[config.mk]
export PLATFORM = sky130hd
export DESIGN_NAME = tv_gate_cell
export DESIGN_NICKNAME = d
export VERILOG_FILES = /design/src/rtl/tv_pkg.sv /design/src/rtl/tv_pin_cond.sv /design/src/rtl/tv_eval.sv /design/src/rtl/tv_delay_line.sv /design/src/rtl/tv_gate_cell.sv
export SDC_FILE = /design/constraint.sdc
export NUM_CORES = 1
export LEC_CHECK = 0
export BUFFER_PORTS_ARGS = -buffer_cell sky130_fd_sc_hd__buf_4
export CAP_MARGIN = 15
export CORE_ASPECT_RATIO = 0.8
export CORE_MARGIN = 1
export CORE_UTILIZATION = 29
export CTS_CLUSTER_SIZE = 14
export DETAILED_ROUTE_END_ITERATION = 10
export GPL_TIMING_DRIVEN = 0
export PLACE_DENSITY = 0.45
export SETUP_SLACK_MARGIN = 0.3
export SLEW_MARGIN = 20
export SYNTH_ARGS = -nofsm -noshare
export SYNTH_HDL_FRONTEND = slang
export SYNTH_SLANG_ARGS = --single-unit
export TNS_END_PERCENT = 10
[constraint.sdc]
create_clock -name clk -period 1.8 [get_ports clk]
set_clock_uncertainty 0.1 [all_clocks]
set_input_delay 0.27 -clock clk [delete_from_list [all_inputs] [get_ports clk]]
set_output_delay 0.27 -clock clk [all_outputs]
set_load 0.005 [all_outputs]
[src/rtl/tv_pkg.sv]
package tv_pkg;

   typedef logic [1:0] tv_t;

   localparam tv_t TV_ZERO = 2'b00;
   localparam tv_t TV_ONE  = 2'b01;
   localparam tv_t TV_UNK  = 2'b10;

   typedef enum logic [2:0] {
      GT_AND    = 3'd0,
      GT_AND_B  = 3'd1,
      GT_OR     = 3'd2,
      GT_JOIN   = 3'd3,
      GT_ANDN   = 3'd4,
      GT_TRI    = 3'd5,
      GT_INV    = 3'd6,
      GT_STEP1  = 3'd7
   } gate_e;

   // Map the illegal code onto unknown.
   function automatic tv_t tv_clean(input tv_t v);
      return (v == 2'b11) ? TV_UNK : v;
   endfunction

   function automatic tv_t tv_inv(input tv_t v);
      case (v)
         TV_ZERO: return TV_ONE;
         TV_ONE:  return TV_ZERO;
         default: return TV_UNK;
      endcase
   endfunction

endpackage

[src/rtl/tv_pin_cond.sv]
module tv_pin_cond
   import tv_pkg::*;
#(
   parameter int N_IN = 4
) (
   input  logic [2*N_IN-1:0] raw,
   input  logic [N_IN-1:0]   flt_en,
   input  logic [2*N_IN-1:0] flt_val,
   output logic [2*N_IN-1:0] pins
);

   for (genvar g = 0; g < N_IN; g++) begin : g_pin
      tv_t picked;
      assign picked = flt_en[g] ? flt_val[2*g +: 2] : raw[2*g +: 2];
      assign pins[2*g +: 2] = tv_clean(picked);
   end

endmodule

[src/rtl/tv_eval.sv]
module tv_eval
   import tv_pkg::*;
#(
   parameter int N_IN = 4
) (
   input  logic [2*N_IN-1:0] pins,
   input  gate_e             kind,
   output tv_t               res
);

   logic any_zero, any_one, any_unk;
   tv_t  dat, ctl;

   assign dat = pins[1:0];
   assign ctl = pins[3:2];

   always_comb begin
      any_zero = 1'b0;
      any_one  = 1'b0;
      any_unk  = 1'b0;
      for (int k = 0; k < N_IN; k++) begin
         if (pins[2*k +: 2] == TV_ZERO) any_zero = 1'b1;
         if (pins[2*k +: 2] == TV_ONE)  any_one  = 1'b1;
         if (pins[2*k +: 2] == TV_UNK)  any_unk  = 1'b1;
      end
   end

   always_comb begin
      res = TV_UNK;
      case (kind)
         GT_AND, GT_AND_B:
            res = any_zero ? TV_ZERO : (any_unk ? TV_UNK : TV_ONE);
         GT_OR, GT_JOIN:
            res = any_one ? TV_ONE : (any_unk ? TV_UNK : TV_ZERO);
         GT_ANDN: begin
            if (ctl == TV_ONE)       res = TV_ZERO;
            else if (ctl == TV_ZERO) res = dat;
            else                     res = (dat == TV_ZERO) ? TV_ZERO : TV_UNK;
         end
         GT_TRI:
            res = (ctl == TV_ONE) ? dat : TV_UNK;
         GT_INV:
            res = tv_inv(dat);
         GT_STEP1:
            res = dat;
         default:
            res = TV_UNK;
      endcase
   end

endmodule

[src/rtl/tv_delay_line.sv]
module tv_delay_line
   import tv_pkg::*;
#(
   parameter int MAX_DELAY = 7,
   parameter int DW        = $clog2(MAX_DELAY + 1)
) (
   input  logic          clk,
   input  logic          rst,
   input  logic          adv,
   input  tv_t           din,
   input  logic [DW-1:0] tap_sel,
   output tv_t           dout
);

   // stg[k] holds the result from k+1 steps back.
   tv_t stg [MAX_DELAY];
   tv_t tap;

   for (genvar g = 0; g < MAX_DELAY; g++) begin : g_stage
      if (g == 0) begin : g_head
         always_ff @(posedge clk) begin
            if (rst)      stg[0] <= TV_UNK;
            else if (adv) stg[0] <= din;
         end
      end else begin : g_body
         always_ff @(posedge clk) begin
            if (rst)      stg[g] <= TV_UNK;
            else if (adv) stg[g] <= stg[g-1];
         end
      end
   end

   always_comb begin
      tap = din;
      for (int k = 1; k <= MAX_DELAY; k++) begin
         if (int'(tap_sel) == k) tap = stg[k-1];
      end
   end

   always_ff @(posedge clk) begin
      if (rst)      dout <= TV_UNK;
      else if (adv) dout <= tap;
   end

endmodule

[src/rtl/tv_gate_cell.sv]
module tv_gate_cell
   import tv_pkg::*;
#(
   parameter  int N_IN      = 4,
   parameter  int MAX_DELAY = 7,
   localparam int DW        = $clog2(MAX_DELAY + 1)
) (
   input  logic              clk,
   input  logic              rst,
   input  logic              step_en,
   input  logic [2*N_IN-1:0] pin_val,
   input  logic [2:0]        gate_sel,
   input  logic [DW-1:0]     delay_sel,
   input  logic [N_IN-1:0]   pin_flt_en,
   input  logic [2*N_IN-1:0] pin_flt_val,
   input  logic              out_flt_en,
   input  logic [1:0]        out_flt_val,
   output logic [1:0]        out_val
);

   if (N_IN < 2) begin : g_bad_pins
      $error("tv_gate_cell: N_IN must be at least 2");
   end
   if (MAX_DELAY < 1) begin : g_bad_depth
      $error("tv_gate_cell: MAX_DELAY must be at least 1");
   end

   localparam logic [DW-1:0] DLY_CAP = DW'(MAX_DELAY);

   gate_e             cfg_type;
   logic [DW-1:0]     cfg_delay;
   logic [DW-1:0]     eff_delay;
   logic [2*N_IN-1:0] pins;
   tv_t               result;
   tv_t               held;

   // Configuration is latched only while reset is asserted.
   always_ff @(posedge clk) begin
      if (rst) begin
         cfg_type  <= gate_e'(gate_sel);
         cfg_delay <= delay_sel;
      end
   end

   always_comb begin
      case (cfg_type)
         GT_JOIN:  eff_delay = '0;
         GT_STEP1: eff_delay = DW'(1);
         default:  eff_delay = (cfg_delay > DLY_CAP) ? DLY_CAP : cfg_delay;
      endcase
   end

   tv_pin_cond #(.N_IN(N_IN)) u_cond (
      .raw     (pin_val),
      .flt_en  (pin_flt_en),
      .flt_val (pin_flt_val),
      .pins    (pins)
   );

   tv_eval #(.N_IN(N_IN)) u_eval (
      .pins (pins),
      .kind (cfg_type),
      .res  (result)
   );

   tv_delay_line #(.MAX_DELAY(MAX_DELAY), .DW(DW)) u_line (
      .clk     (clk),
      .rst     (rst),
      .adv     (step_en),
      .din     (result),
      .tap_sel (eff_delay),
      .dout    (held)
   );

   assign out_val = out_flt_en ? tv_clean(out_flt_val) : held;

endmodule

==> metrics.cfg <==
[global_route]
grt_overflow = 0
grt_antenna_before_repair = 0
grt_usage_pct = 14.12
grt_max_degree = 17
grt_pass1_wl_um = 5506
grt_pass1_vias = 1158

[route]
ant_nets = 0
drc = 0
viasPerCell = 5.042
drt-total-wl_um = 3266
drt_iter0_markers = 72
wl_per_cell_um = 13.78
drt_first_pass_iters = 4
num_vias = 1195

[timing]
max_slew.worst_pin.slew_ns = 0.4697
layout_worst_path_cycle_share_pct = 90.99
rsz0062_at_grt = yes
final_hold_viol_count = 0
hold_slack_ns = 0.07845
worst_slack_ns = 0.1622
setup_viol = 0
max_clock_freq_mhz = 610.6
slew_viol_final = 0
max_slew_margin_pct = 68.59
min_period_ns = 1.638

[floorplanning]
die_y_um = 63.73
rows = 22
die_area_um2 = 5045
initial_utilization_pct = 30.23
ioPinCount = 34
core_um2 = 4569
fp.dieW_um = 79.16

[synth]
synth_simple_gate_area_share_pct = 22.01
synth_top_family_by_area = simple AND/OR/NAND/NOR gates
synthMuxAreaShare_pct = 5.344
avgSynthCellArea_um2 = 10.08
synth_area_um2 = 1381
synth-seq-area-share_pct = 46.38
synth_adder_area_share_pct = 0
synth_ff_type = edfxtp_1
synth-seq-cells = 22
synth_compound_area_share_pct = 21.11
syn_nets = 169
synth_cells = 137
synth_edf_count = 20
synth_xor_xnor_area_share_pct = 1.902
synthDistinctLibCells = 40
synthArstFlopShare_pct = 0
yosys_warnings = 0

[cts]
cts_tree = yes
insertion_delay_ns = 0.26
clkSlewWorstSetupHoldPaths_ns = 0.08
ctsHoldBuffers = 0
cts.sinks = 22
htreeDepth = 1
cts.path.max_buffers = 2
root_buffer = clkbuf_8
numCtsBuffers = 3

[pwr]
p_leak_nw = 0.7055
seq_power_share_pct = 45.8
power_switching_w = 0.0003156
p_per_area_nw_per_um2 = 730.0
total_power_w = 0.001343
clock_power_share_pct = 33.9
ir_drop_uv = 367.1
p_sw_share_pct = 23.51
combPwrFrac_pct = 20.4
intPower_w = 0.001027

[setup_path]
slowest_delay_ns = 0.48
crit_chain = buf_6 -> xor2_2 -> o32ai_2 -> nand4b_1 -> o211ai_1 -> nor3_1 -> o221ai_1
crit_type = reg2reg
cp-start-kind = register
critPathTopFamily = flip-flops
cp_slowest_cell = edfxtp_1
critical_path_arrival_ns = 1.67
required_ns = 1.84
end_kind = register
path_buf_inv = 1
critical_path_peak_fanout = 4

[placed_design]
pre_cts_ws_ns = -0.02485
place_congestion = 0.8316
port_buffers = 32
dpl.hpwl_um = 2557

[layout]
synthToLayoutAreaGrowth_pct = 33.15
drive_gt1_share_pct = 34.46
nNetsFinal = 210
diodes = 0
finish.utilization_pct = 40.25
layout_common_cells = buf_4 (36), edfxtp_1 (20), o21ai_0 (12)
final_common_cell = buf_4

[hold_path]
min_path_type = in2reg

[run]
drv_cap = 0

[status]
status = complete, no violations

==> final timing paths <==
check,slack (ns),cells past startpoint,startpoint,endpoint
setup / recovery,0.16,7,cfg_type[0],u_line.dout[0]
hold / removal,0.08,1,gate_sel[2],cfg_type[2]
setup reg to reg,0.16,7,cfg_type[0],u_line.dout[0]
hold reg to reg,0.43,2,u_line.dout[0],u_line.dout[0]
==> layout make-up <==
| cell class | instances | area, µm² |
|---|---|---|
| Timing Repair Buffer | 36 | 274.0 |
| Clock inverter | 1 | 30.03 |
| Clock buffer | 3 | 41.29 |
| Fill cell | 463 | 2730 |
| Inverter | 8 | 30.03 |
| Tap cell | 60 | 75.07 |
| Buffer | 3 | 17.52 |
| Sequential cell | 22 | 640.6 |
| Multi-Input combinational cell | 104 | 730.7 |
==> sequential cells by signal, indices dropped and copies added (netlist names) <==
name,count
cfg_type,3
u_line.dout,2
cfg_delay,3
u_line.stg,14
==> layer usage <==
metal / vias to the layer above / GRT usage (%) / part of all wire, %
li1: 595 / - / -
met1: 567 / 20.38 / 50
met2: 29 / 21.44 / 44
met3: 4 / 3.429 / 4.0
met4: 0 / 2.727 / 1.1
met5: - / 0 / 0
==> through the flow <==
stage	setup TNS, ns	area, µm²	std cells
2_1_floorplan	0	1389	137
3_3_place_gp	-0.01697	1704	229
5_1_grt	-0.006345	1839	237
3_5_place_dp	-0.02485	1704	229
4_1_cts	0	1815	237
6_report	0	1839	237
==> logic make-up (layout without fill, tap and decap cells) <==
logic type                after synthesis  count (layout)
and+or+nand+nor                        55              55
xor gates and xnor gates                3               3
DFF                                    22              22
AOI/OAI and AO/OA                      40              40
muxes                                   6               6
buffers and inverters                  11              51
==> cell usage after synthesis (all sizes together) (3+ instances only) <==
| cell type | instances | area share (%) |
|---|---|---|
| o32ai | 3 | 1.9 |
| nor2 | 9 | 2.4 |
| edfxtp | 20 | 43 |
| inv | 8 | 2.2 |
| buf | 3 | 1.1 |
| nand3 | 4 | 1.4 |
| nor3 | 4 | 1.4 |
| nand2 | 9 | 2.4 |
| and2 | 6 | 2.7 |
| mux2i | 4 | 2.9 |
| o21ai | 12 | 4.3 |
| or2 | 8 | 3.6 |
| nor2b | 5 | 2.8 |
| a21oi | 7 | 2.5 |
| nand2b | 4 | 1.8 |
==> power by group through the flow <==
stage | Clock, W | Combinational [W] | Sequential [W]
6_report | 0.000455 | 0.000273 | 0.000615
5_1_grt | 0.000491 | 0.000302 | 0.000619
4_1_cts | 0.000478 | 0.000266 | 0.000615
3_5_place_dp | 0 | 0.000250 | 0.000628
3_3_place_gp | 0 | 0.000243 | 0.000627
2_1_floorplan | 0 | 0.000145 | 0.000616
==> what timing repair did <==
| action | 4_1_cts | 5_1_grt |
|---|---|---|
| endpoints found under the setup margin | 4 | 4 |
| resized for setup | 3 | 4 |
| endpoints found under the hold margin | 0 | 0 |
| pin swaps | 7 | 7 |
| buffers inserted | 4 | 0 |
Note: power is estimated with default switching activity, not from simulation.
